==> src/rtl/mbus_pkg.sv <==
package mbus_pkg;

    typedef enum logic [2:0] {
        ST_IDLE,
        ST_ADDR,
        ST_RDATA,
        ST_WDATA,
        ST_GRANT
    } bus_st_e;

    typedef enum logic [1:0] {
        OP_READ  = 2'd0,
        OP_WRITE = 2'd1,
        OP_BURST = 2'd2
    } op_e;

endpackage

==> src/rtl/mbus_near_track.sv <==
module mbus_near_track #(
    parameter int AW         = 30,
    parameter int PAGE_WORDS = 512
) (
    input  logic          clk,
    input  logic          rst_n,
    input  logic          wr_start,
    input  logic          rd_start,
    input  logic          clear,
    input  logic [AW-1:0] addr,
    output logic          near_o
);
    localparam int PW  = $clog2(PAGE_WORDS);
    localparam int PGW = AW - PW;

    typedef struct packed {
        logic           valid;
        logic [PGW-1:0] page;
    } trk_t;

    trk_t q, d;

    always_comb begin
        d = q;
        if (clear || rd_start) begin
            d.valid = 1'b0;
        end else if (wr_start) begin
            d.valid = 1'b1;
            d.page  = addr[AW-1:PW];
        end
    end

    always_ff @(posedge clk or negedge rst_n) begin
        if (!rst_n) q <= '0;
        else        q <= d;
    end

    assign near_o = q.valid && (addr[AW-1:PW] == q.page);

    AST_NEAR_CLEARED: assert property (@(posedge clk) disable iff (!rst_n)
        (clear || rd_start) |=> !near_o);

endmodule

==> src/rtl/mbus_rdbuf.sv <==
module mbus_rdbuf #(
    parameter int DW    = 32,
    parameter int WORDS = 4
) (
    input  logic                  clk,
    input  logic                  rst_n,
    input  logic                  clear,
    input  logic                  cap,
    input  logic [DW-1:0]         word_in,
    output logic [$clog2(WORDS+1)-1:0] count,
    output logic [WORDS*DW-1:0]   data
);
    localparam int CW = $clog2(WORDS + 1);

    typedef struct packed {
        logic [CW-1:0]             cnt;
        logic [WORDS-1:0][DW-1:0]  slot;
    } buf_t;

    buf_t q, d;

    always_comb begin
        d = q;
        if (clear) begin
            d.cnt = '0;
        end else if (cap && (q.cnt < CW'(WORDS))) begin
            for (int i = 0; i < WORDS; i++) begin
                if (q.cnt == CW'(i)) d.slot[i] = word_in;
            end
            d.cnt = q.cnt + CW'(1);
        end
    end

    always_ff @(posedge clk or negedge rst_n) begin
        if (!rst_n) q <= '0;
        else        q <= d;
    end

    assign count = q.cnt;
    assign data  = q.slot;

    AST_BUF_ASCEND: assert property (@(posedge clk) disable iff (!rst_n)
        (!clear && cap && (count < CW'(WORDS))) |=> (count == $past(count) + CW'(1)));

endmodule

==> src/rtl/mbus_master.sv <==
module mbus_master
    import mbus_pkg::*;
#(
    parameter int DW         = 32,
    parameter int AW         = 30,
    parameter int WORDS      = 4,
    parameter int PAGE_WORDS = 512
) (
    input  logic                clk,
    input  logic                rst_n,
    input  logic                req_valid,
    input  logic [1:0]          req_kind,
    input  logic [AW-1:0]       req_addr,
    input  logic [DW-1:0]       req_wdata,
    output logic                req_ready,
    output logic                rsp_valid,
    output logic                rsp_err,
    output logic [WORDS*DW-1:0] rsp_rdata,
    output logic [DW-1:0]       ad_out,
    output logic                ad_oe,
    input  logic [DW-1:0]       ad_in,
    output logic                ctl_oe,
    output logic                ale,
    output logic                bus_rd,
    output logic                bus_wr,
    output logic                data_en,
    output logic                burst_near,
    input  logic                ack,
    input  logic                rdcen,
    input  logic                berr,
    input  logic                busreq,
    output logic                busgnt
);
    localparam int CW    = $clog2(WORDS + 1);
    localparam int ALIGN = $clog2(WORDS);

    typedef struct packed {
        bus_st_e       st;
        op_e           op;
        logic [AW-1:0] addr;
        logic [DW-1:0] wdata;
        logic          near;
        logic          ack_seen;
        logic          rsp_valid;
        logic          rsp_err;
    } ctl_t;

    ctl_t q, d;

    logic          accept, req_is_wr, req_is_burst;
    logic          near_hit;
    logic          cap;
    logic [CW-1:0] got_cnt;
    logic [CW:0]   words_now;
    logic [CW:0]   words_need;
    logic [AW-1:0] aligned_addr;

    assign req_ready    = (q.st == ST_IDLE) && !busreq;
    assign accept       = req_ready && req_valid;
    assign req_is_wr    = (req_kind == OP_WRITE);
    assign req_is_burst = (req_kind == OP_BURST);
    assign aligned_addr = {req_addr[AW-1:ALIGN], {ALIGN{1'b0}}};
    assign cap          = (q.st == ST_RDATA) && rdcen && !berr;
    assign words_now    = {1'b0, got_cnt} + {{CW{1'b0}}, rdcen};
    assign words_need   = (q.op == OP_BURST) ? (CW+1)'(WORDS) : (CW+1)'(1);

    mbus_near_track #(.AW(AW), .PAGE_WORDS(PAGE_WORDS)) u_near (
        .clk      (clk),
        .rst_n    (rst_n),
        .wr_start (accept && req_is_wr),
        .rd_start (accept && !req_is_wr),
        .clear    (q.st == ST_GRANT),
        .addr     (req_addr),
        .near_o   (near_hit)
    );

    mbus_rdbuf #(.DW(DW), .WORDS(WORDS)) u_buf (
        .clk     (clk),
        .rst_n   (rst_n),
        .clear   (accept),
        .cap     (cap),
        .word_in (ad_in),
        .count   (got_cnt),
        .data    (rsp_rdata)
    );

    always_comb begin
        d           = q;
        d.rsp_valid = 1'b0;
        d.rsp_err   = 1'b0;
        unique case (q.st)
            ST_IDLE: begin
                if (busreq) begin
                    d.st = ST_GRANT;
                end else if (req_valid) begin
                    d.st       = ST_ADDR;
                    d.op       = req_is_wr ? OP_WRITE : (req_is_burst ? OP_BURST : OP_READ);
                    d.addr     = req_is_burst ? aligned_addr : req_addr;
                    d.wdata    = req_wdata;
                    d.near     = req_is_wr && near_hit;
                    d.ack_seen = 1'b0;
                end
            end
            ST_ADDR: begin
                d.st = (q.op == OP_WRITE) ? ST_WDATA : ST_RDATA;
            end
            ST_RDATA: begin
                if (berr) begin
                    d.st        = ST_IDLE;
                    d.rsp_valid = 1'b1;
                    d.rsp_err   = 1'b1;
                end else begin
                    if (ack) d.ack_seen = 1'b1;
                    if ((q.ack_seen || ack) && (words_now >= words_need)) begin
                        d.st        = ST_IDLE;
                        d.rsp_valid = 1'b1;
                    end
                end
            end
            ST_WDATA: begin
                if (berr || ack) begin
                    d.st        = ST_IDLE;
                    d.rsp_valid = 1'b1;
                end
            end
            ST_GRANT: begin
                if (!busreq) d.st = ST_IDLE;
            end
            default: d.st = ST_IDLE;
        endcase
    end

    always_ff @(posedge clk or negedge rst_n) begin
        if (!rst_n) begin
            q      <= '0;
            q.st   <= ST_IDLE;
            q.op   <= OP_READ;
        end else begin
            q <= d;
        end
    end

    // Bus-side outputs decoded from the registered state
    logic in_addr, in_rd, in_wd;
    assign in_addr    = (q.st == ST_ADDR);
    assign in_rd      = (q.st == ST_RDATA);
    assign in_wd      = (q.st == ST_WDATA);

    assign ale        = in_addr;
    assign ad_oe      = in_addr || in_wd;
    assign ad_out     = in_addr ? DW'(q.addr) : (in_wd ? q.wdata : '0);
    assign bus_rd     = (in_addr || in_rd) && (q.op != OP_WRITE);
    assign bus_wr     = (in_addr || in_wd) && (q.op == OP_WRITE);
    assign data_en    = in_rd;
    assign burst_near = ((in_addr || in_rd) && (q.op == OP_BURST)) ||
                        ((in_addr || in_wd) && (q.op == OP_WRITE) && q.near);
    assign ctl_oe     = (q.st != ST_GRANT);
    assign busgnt     = (q.st == ST_GRANT);
    assign rsp_valid  = q.rsp_valid;
    assign rsp_err    = q.rsp_err;

    AST_ALE_DRIVES: assert property (@(posedge clk) disable iff (!rst_n)
        ale |-> (ad_oe && $past(req_ready)));
    AST_ALE_SINGLE: assert property (@(posedge clk) disable iff (!rst_n)
        ale |=> !ale);
    AST_ONE_DIR: assert property (@(posedge clk) disable iff (!rst_n)
        !(bus_rd && bus_wr));
    AST_DEN_TURNAROUND: assert property (@(posedge clk) disable iff (!rst_n)
        data_en |-> (bus_rd && !ad_oe && !ale));
    AST_BURST_ALIGN: assert property (@(posedge clk) disable iff (!rst_n)
        (ale && bus_rd && burst_near) |-> (ad_out[ALIGN-1:0] == '0));
    AST_BERR_ENDS: assert property (@(posedge clk) disable iff (!rst_n)
        (berr && (data_en || (bus_wr && !ale))) |=> rsp_valid);
    AST_RSP_PULSE: assert property (@(posedge clk) disable iff (!rst_n)
        rsp_valid |=> !rsp_valid);
    AST_GNT_RELEASED: assert property (@(posedge clk) disable iff (!rst_n)
        busgnt |-> (!ad_oe && !ctl_oe && !req_ready));
    AST_GNT_NO_START: assert property (@(posedge clk) disable iff (!rst_n)
        busgnt |=> !ale);

endmodule

==> config.mk <==
export PLATFORM = sky130hd
export DESIGN_NAME = mbus_master
export DESIGN_NICKNAME = d
export VERILOG_FILES = /design/src/rtl/mbus_pkg.sv /design/src/rtl/mbus_near_track.sv /design/src/rtl/mbus_rdbuf.sv /design/src/rtl/mbus_master.sv
export SDC_FILE = /design/constraint.sdc
export NUM_CORES = 1
export LEC_CHECK = 0
export BUFFER_PORTS_ARGS = -buffer_cell sky130_fd_sc_hd__clkbuf_2
export CORE_MARGIN = 2
export CORE_UTILIZATION = 49
export CTS_BUF_LIST = sky130_fd_sc_hd__clkbuf_4
export DETAILED_ROUTE_END_ITERATION = 10
export GPL_ROUTABILITY_DRIVEN = 0
export PLACE_DENSITY = 0.78
export SYNTH_ARGS = -nofsm -noshare
export SYNTH_HDL_FRONTEND = slang
export SYNTH_HIERARCHICAL = 1
export SYNTH_SLANG_ARGS = --single-unit
export TNS_END_PERCENT = 20
==> constraint.sdc <==
create_clock -name clk -period 2.4 [get_ports clk]
set_input_delay 0.12 -clock clk [delete_from_list [all_inputs] [get_ports clk]]
set_output_delay 0.12 -clock clk [all_outputs]
set_load 0.02 [all_outputs]
; ---- Word level (Yosys, flattened, before mapping)
; Index checks and enable logic that the tools add are counted.
[totals]
input_bits = 103
reg_bits = 224
[op_classes]
n_reduce_logical = 36
eq_ne = 22
order_cmp = 2
bitwise = 3
addsub = 2
n_mux = 32
[op_table]
columns = cell, n
row1 = 2-to-1 mux 32 bit, 6
row2 = 2-to-1 mux 131 bit, 1
row3 = 2-to-1 mux 69 bit, 1
row4 = 2-to-1 mux 22 bit, 1
row5 = equality test 21 bit, 1
row6 = 2-to-1 mux 3 bit, 7
row7 = one-hot mux 3 bit (5 select lines), 1
row8 = AND reduction 3 bit, 5
row9 = logical AND 1 bit, 14
row10 = equality test 3 x 2 -> 1 bit (second input constant), 4
row11 = 2-to-1 mux 1 bit, 10
row12 = inequality test 2 bit (second input constant), 5
row13 = equality test 3 x 1 -> 1 bit (second input constant), 2
row14 = logical NOT 3 bit, 2
row15 = logical OR 1 bit, 6
row16 = 2-to-1 mux 2 bit, 3
row17 = inequality test 3 bit (second input constant), 2
row18 = nonzero test 2 bit, 3
row19 = AND reduction 5 bit, 1
row20 = adder 3 x 1 -> 4 bit, 1
row21 = equality test 2 x 1 -> 1 bit (second input constant), 2
row22 = equality test 2 bit (second input constant), 2
row23 = greater-or-equal comparator 4 x 3 -> 1 bit, 1
row24 = inequality test 2 x 1 -> 1 bit (second input constant), 2
row25 = other kinds (9), 14

; ---- Logic depth before layout (Yosys ltp)
; Gate-level depths: netlist of the first run.
[depth]
ltp_word = 7
depth_mapped = 11

; ---- Hierarchy
; Netlist of the first run, hierarchy kept.
[modules_own_cells]
columns = mod, cells_each, area_per_inst_um2, n_inst
row1 = mbus_rdbuf, 294, 5462.7, 1
row2 = mbus_master, 274, 3462.1, 1
row3 = mbus_near_track, 77, 1067.3, 1

; ---- Worst setup path before layout of the first run
; OpenSTA, ideal clock, no wires.
[synth_timing]
path_kind = reg-to-reg
start = register, netlist name q[68]
end = register u_buf.q, in the netlist u_buf/data[10]
setup_time_ns = 0.125
slack_ns = -0.215
t_required_ns = 2.275
stages_incl_launch_ff = 8
t_arrival_ns = 2.491
path_cell_list = dfrtp_1 > clkbuf_1 > nor3b_1 > and3b_1 > nand2b_4 > nor3b_4 > buf_4 > mux2_2
[synth_lines]
columns = item, line
row1 = end signal: assignment, mbus_rdbuf.sv:35  ; if (!rst_n) q <= '0;
row2 = end signal: assignment, mbus_rdbuf.sv:36  ; else q <= d;
row3 = end: declaration, mbus_rdbuf.sv:20  ; buf_t q, d;

==> metrics.yaml, run 1 <==
clocking:
  ctsHtreeMaxLevel: 2
  cts_tree: "built"
  path_clk_slew_ns: 0.07
  root_buffer: "clkbuf_4"
  clock-sinks: 224
  post-cts-setup-buffers: 0
  cts_buffers: 58
  clock_latency_ns: 0.65
  cts.path.max_buffers: 3
layout:
  fillers: 1404
  syn2layout_area_growth_pct: 33.9
  nets: 1178
  layout-drive-gt1-share: 0.544
  multi_input_area_um2: 4000
  regArea_um2: 5610
sta:
  layout_setup_ws_ns: 0.128
  period_needed_ns: 2.27
  post-route-period-util: 0.947
  rsz0062_at_grt: "false"
  drv_slew: 0
  fmax_mhz: 440
  fin_skew_ns: 0.0155
  finalSetupTns_ns: 0
  setup_viol: 0
  finalHoldViolCount: 0
  max_slew_margin: 0.676
  worstMarginPinSlew_ns: 0.481
floorplanning:
  initial_core_util: 0.497
  core_um2: 20100
  fp-row-count: 52
  die_y_um: 147
  ios: 274
  fp.dieW_um: 147
  die_area_um2: 21600
placed_design:
  dp_hpwl_um: 15300
  port_buffers: 273
  place_ws_ns: 0.283
power_and_ir_drop:
  p_leak_nw: 6.84
  vdd_drop_max_v: 0.000507
  power.density_nw_per_um2: 868
  p_total_mw: 11.6
logic_synthesis:
  ys_seq_elements: 224
  synth_common_cells: "224 x dfrtp_1, 106 x mux2_2, 102 x mux2_4"
  synthCells: 645
  yosysSeqAreaShare: 0.561
  post-synth-top-count-cell: "dfrtp_1"
  synth_area_leaders: "dfrtp_1 56%, mux2_4 15%, mux2_2 12%"
  syn_nets: 757
  yosysWarnings: 6
  yosys.area.top_type: "dfrtp_1"
  avgSynthCellArea_um2: 15.5
  synth_edf_count: 0
  synth-async-reset-ratio: 1.00
  netlist-cell-type-count: 42
  synth_top_area_share: 0.561
  netlist_area_um2: 9990
  synth_ff_type: "dfrtp_1"
grt:
  antenna_found_initial: 1
  grt_usage: 0.223
  grt_pass1_wl_um: 38900
  grt.overflow.total: 0
  grt_max_degree: 61
  grt_pass1_vias: 7477
job:
  cap_violations: 0
critical_path:
  cp_slowest_stage_delay_ns: 0.45
  cp.arrival_ns: 2.15
  path_depth: 4
  start_kind: "flip-flop"
  end_kind: "primary output"
  required_ns: 2.28
  r2r_cells: 6
  crit_fanout: 6
  path_delay_family: "simple AND/OR/NAND/NOR gates"
  critPathKind: "reg2out"
  crit_buf_inv: 1
  slowest_stage: "or3b_2"
  cp_cell_sequence: "nand2b_1 > or3b_2 > a21oi_1 > clkbuf_2"
min_path:
  hp-class: "in2reg"
  hold_depth: 3
detailed_routing:
  num_vias: 6897
  wire_per_inst_um: 17.7
  dr.pass1.iters: 4
  vias_per_cell: 5.01
  ant_nets: 0
  wirelength_um: 24400
  drc_errors: 0
  drt-initial-drc-count: 206
status:
  status: "completed"
==> routing by layer <==
metal | global-route usage | wire length [µm]
met5 | 0 | 0
met4 | 0.0762 | 547
met3 | 0.0606 | 1720
met2 | 0.381 | 12000
met1 | 0.273 | 10100
==> through the flow <==
| stage | std cells | utilization | area (µm²) | hold slack (ns) |
|---|---|---|---|---|
| after CTS | 1376 | 0.665 | 13400 | 0.167 |
| after floorplan | 645 | - | 10000 | -0.176 |
| after global placement | 1170 | 0.576 | 11600 | 0.113 |
| after detailed placement | 1170 | 0.576 | 11600 | 0.115 |
| final | 1377 | 0.666 | 13400 | 0.248 |
| after global routing | 1377 | 0.666 | 13400 | 0.199 |
==> path summary, 6_finish.rpt <==
check / startpoint / endpoint / slack (ns)
min in group asynchronous: rst_n / u_buf/data[91] / 0.50
max in group asynchronous: rst_n / u_buf/data[114] / 1.25
setup reg to reg: q[69] / u_buf/data[8] / 0.25
setup / recovery: q[66] / burst_near / 0.13
hold / removal: req_addr[4] / q[40] / 0.25
hold reg to reg: q[3] / q[3] / 0.49
==> registers in the layout, summed over array words and instances, names as in the netlist <==
register,flops
q,69
rsp_err,1
rsp_valid,1
u_buf/count,3
u_buf/data,128
u_near/q,22
==> placed cells by master (no fill, tap or decap), types with 2 or more instances in the layout <==
master	n
and3b_1	2
buf_4	8
clkbuf_2	272
clkbuf_4	83
inv_1	9
mux2_4	102
clkinv_1	14
and3_2	3
nor3b_4	2
nand4_1	4
dlygate4sd3_1	105
nor3_1	2
buf_12	9
nor2b_1	4
a21bo_2	3
or3b_2	2
and2_1	2
a21oi_1	4
nor3b_1	3
nand2_1	3
xor2_1	21
a21o_1	2
and3_1	3
nand2b_1	4
xnor2_1	3
nor2_1	38
nor4_1	5
ha_1	9
dfrtp_1	223
mux2i_1	32
o21ai_0	5
mux2_2	106
==> cell families after synthesis <==
logic type | share of synthesized area
xor+xnor | 0.0210
mux | 0.306
flops | 0.561
compound gates | 0.0131
buf+inv | 0.0392
fa+ha+maj | 0.0113
simple gates | 0.0485
==> tightest hold or removal path: cells and delay by family <==
kind | cells | cell delay [ns]
buf+inv | 2 | 0.62
mux | 1 | 0.13
==> power breakdown <==
group	total, mW	switching, mW	internal [mW]
Combinational	3.07	1.50	1.57
Sequential	5.36	0.615	4.74
Clock	3.19	1.51	1.69
Total	11.6	3.62	7.99
==> final cells by class <==
type | count | share of cell area
sequential | 224 | 0.419
timing repair buffer | 396 | 0.200
antenna | 1 | 0.000187
clock buffer | 83 | 0.0466
tap | 270 | 0.0252
inverter | 9 | 0.00252
multi-input combinational | 377 | 0.299
clock inverter | 17 | 0.00711
==> timing repair <==
item / in CTS / in global routing
resized for setup: 1 / 0
hold buffers: 106 / 0
endpoints found under the hold margin: 446 / 0
setup endpoints to repair: 2 / 0
Power figures use the tool's default switching activity.
==> inputs of run 2 (changes only) <==
- CORE_UTILIZATION: 49 -> 48
- SYNTH_HIERARCHICAL: 1 -> default
==> metrics.yaml, run 2 <==
layout:
  largest_reg_flops: 128  # unchanged
  fillers: 1369  # -2.5%
  fin_util: 0.665  # about the same
  most-common-layout-cells: "272 x clkbuf_2, 223 x dfrtp_1, 202 x mux2_2"
  final_common_cell: "clkbuf_2"
  syn2layout_area_growth_pct: 36.9
  nets: 1164  # -1.2%
  layout-drive-gt1-share: 0.539  # -0.00577
critical_path:
  cp_cell_sequence: "buf_12 > nand2b_1 > nor2_2 > nor2_1 > nor2_1 > clkbuf_2"
  crit_buf_inv: 2  # +1
  end_kind: "primary output"
  path_delay_family: "simple AND/OR/NAND/NOR gates"
  slowest_stage: "dfrtp_2"
  cp_slowest_stage_delay_ns: 0.49  # +0.04 ns
  required_ns: 2.28  # about the same
  start_kind: "flip-flop"
  crit_top_cell: "nor2_1"
  cp.arrival_ns: 2.16  # about the same
  crit_fanout: 20  # +14
  critPathKind: "reg2out"
power_and_ir_drop:
  combPwrFrac: 0.300  # +0.036
  swShare: 0.326  # +0.0140
  p_int_mw: 8.58  # +7.3%
  p_total_mw: 12.7  # +9.6%
  vdd_drop_max_v: 0.000595  # +17%
  p_leak_nw: 6.65  # -2.8%
  p_sw_mw: 4.15  # +14%
  power.density_nw_per_um2: 990  # +14%
  pwr-share-clk: 0.261  # -0.014
  seqPwrFrac: 0.439  # -0.022
logic_synthesis:
  synth-async-reset-ratio: 1.00  # unchanged
  syn_nets: 746  # -1.5%
  netlist_area_um2: 9400  # -6.0%
  yosys.area.top_type: "dfrtp_1"
  yosysSeqAreaShare: 0.597  # +0.0356
  netlist-cell-type-count: 39  # -7.1%
  post-synth-top-count-cell: "dfrtp_1"
  avgSynthCellArea_um2: 14.8  # -4.3%
  synth_area_leaders: "dfrtp_1 60%, mux2_2 24%, mux2i_1 3.2%"
  synth_ff_type: "dfrtp_1"
  synth_edf_count: 0  # unchanged
  synthCells: 634  # -1.7%
  yosysWarnings: 0  # -6
  ys_seq_elements: 224  # unchanged
  synth_common_cells: "224 x dfrtp_1, 202 x mux2_2, 40 x nor2_1"
  synth_top_area_share: 0.597  # +0.0356
clocking:
  root_buffer: "clkbuf_4"
  ctsHtreeMaxLevel: 2  # unchanged
  cts_buffers: 57  # -1.7%
  cts.path.max_buffers: 3  # unchanged
  cts_tree: "built"
  clock-sinks: 224  # unchanged
  clock_latency_ns: 0.68  # +0.03 ns
  path_clk_slew_ns: 0.08  # about the same
  post-cts-setup-buffers: 0  # unchanged
floorplanning:
  fp.dieW_um: 144  # -2.0%
  fp-row-count: 51  # -1.9%
  core_um2: 19300  # -3.8%
  die_area_um2: 20700  # -3.9%
  die_y_um: 144  # -2.0%
  initial_core_util: 0.486  # -0.0111
  ios: 274  # unchanged
detailed_routing:
  num_vias: 6981  # +1.2%
  wirelength_um: 24600  # +0.77%
  drt-initial-drc-count: 179  # -13%
  ant_nets: 0  # unchanged
  drc_errors: 0  # unchanged
  wire_per_inst_um: 18.1  # +2.3%
  vias_per_cell: 5.14  # +2.7%
  dr.pass1.iters: 5  # +1
sta:
  rsz0062_at_grt: "false"
  whs_ns: 0.0480  # -0.200 ns
  finalHoldViolCount: 0  # unchanged
  drv_slew: 0  # unchanged
  period_needed_ns: 2.28  # +0.0121 ns
  worstMarginPinSlew_ns: 0.632  # +0.151 ns
  post-route-period-util: 0.952  # +0.00505
  fmax_mhz: 438  # -0.53%
  finalSetupTns_ns: 0  # unchanged
  fin_skew_ns: 0.0648  # +0.0493 ns
  max_slew_margin: 0.579  # -0.0975
  setup_viol: 0  # unchanged
grt:
  grt_max_degree: 84  # +38%
  grt_usage: 0.232  # +0.00930
  grt_pass1_vias: 7483  # +0.080%
  grt.overflow.total: 0  # unchanged
  grt_pass1_wl_um: 37600  # -3.2%
  antenna_found_initial: 3  # +2
placed_design:
  dp_hpwl_um: 14900  # -2.8%
  port_buffers: 273  # unchanged
job:
  cap_violations: 0  # unchanged
min_path:
  hp-class: "in2async"
status:
  status: "completed"
==> run 2: worst paths after layout <==
check,start,endpoint,slack [ns],cells after the start
worst max-delay path,q[69],bus_rd,0.12,6
worst min-delay path,rst_n,u_buf.data[0],0.05,2
worst max register to register,q[69],q[2],0.14,5
worst min register to register,q[66],q[66],0.49,1
max in group asynchronous,rst_n,u_buf.data[62],1.59,3
min in group clk,rdcen,q[69],0.11,6
==> run 2: layout make-up <==
type                            instances  area, µm²  area share
Inverter                                8       30.0     0.00234
Clock buffer                           83        623      0.0485
Antenna cell                            2       5.00    0.000389
Clock inverter                         14        115     0.00895
Tap cell                              265        332      0.0258
Multi-Input combinational cell        372       3560       0.277
Sequential cell                       224       5610       0.436
Timing Repair Buffer                  389       2590       0.201
==> run 2: layer usage <==
metal,vias to the layer above,track usage,wire (µm)
li1,3104,-,-
met1,3526,0.255,9260
met2,300,0.416,12700
met3,49,0.0730,2000
met4,2,0.0929,623
met5,-,0,13
==> run 2: cell families after synthesis <==
family / synth area share
multiplexers: 0.284
adder cells (fa/ha/maj): 0.0120
buffers and inverters: 0.0260
AO/OA/AOI/OAI: 0.0148
AND/OR/NAND/NOR: 0.0465
flip-flops: 0.597
XOR/XNOR: 0.0205
==> run 2: repair_timing <==
item | CTS | global route
hold buffers | 105 | 0
cloned | 0 | 1
pin swaps | 0 | 0
hold endpoints to repair | 447 | 0
resized for setup | 4 | 1
setup endpoints to repair | 6 | 8
==> run 2: power groups by stage <==
stage | clock network, mW | registers (mW) | logic [mW]
2_1_floorplan | 0 | 5.88 | 2.09
3_3_place_gp | 0 | 5.52 | 3.48
3_5_place_dp | 0 | 5.59 | 3.58
4_1_cts | 3.39 | 5.53 | 3.74
5_1_grt | 3.62 | 5.70 | 4.11
6_report | 3.32 | 5.58 | 3.82
==> run 2: stage by stage <==
stage | worst slack [ns] | cell area [µm²] | instances
6_report | 0.116 | 12900 | 1357
3_3_place_gp | 0.432 | 11000 | 1152
4_1_cts | 0.00908 | 12800 | 1354
2_1_floorplan | 0.214 | 9400 | 634
5_1_grt | 0.0229 | 12900 | 1357
3_5_place_dp | 0.380 | 11000 | 1152
==> run 2: worst register-to-register path, stage by stage (launching register included) <==
cell and delay [ns]:
dfrtp_2 0.49, nor4_4 0.40, nand2_2 0.16, buf_12 0.26, a32o_1 0.27, dlygate4sd3_1 0.56
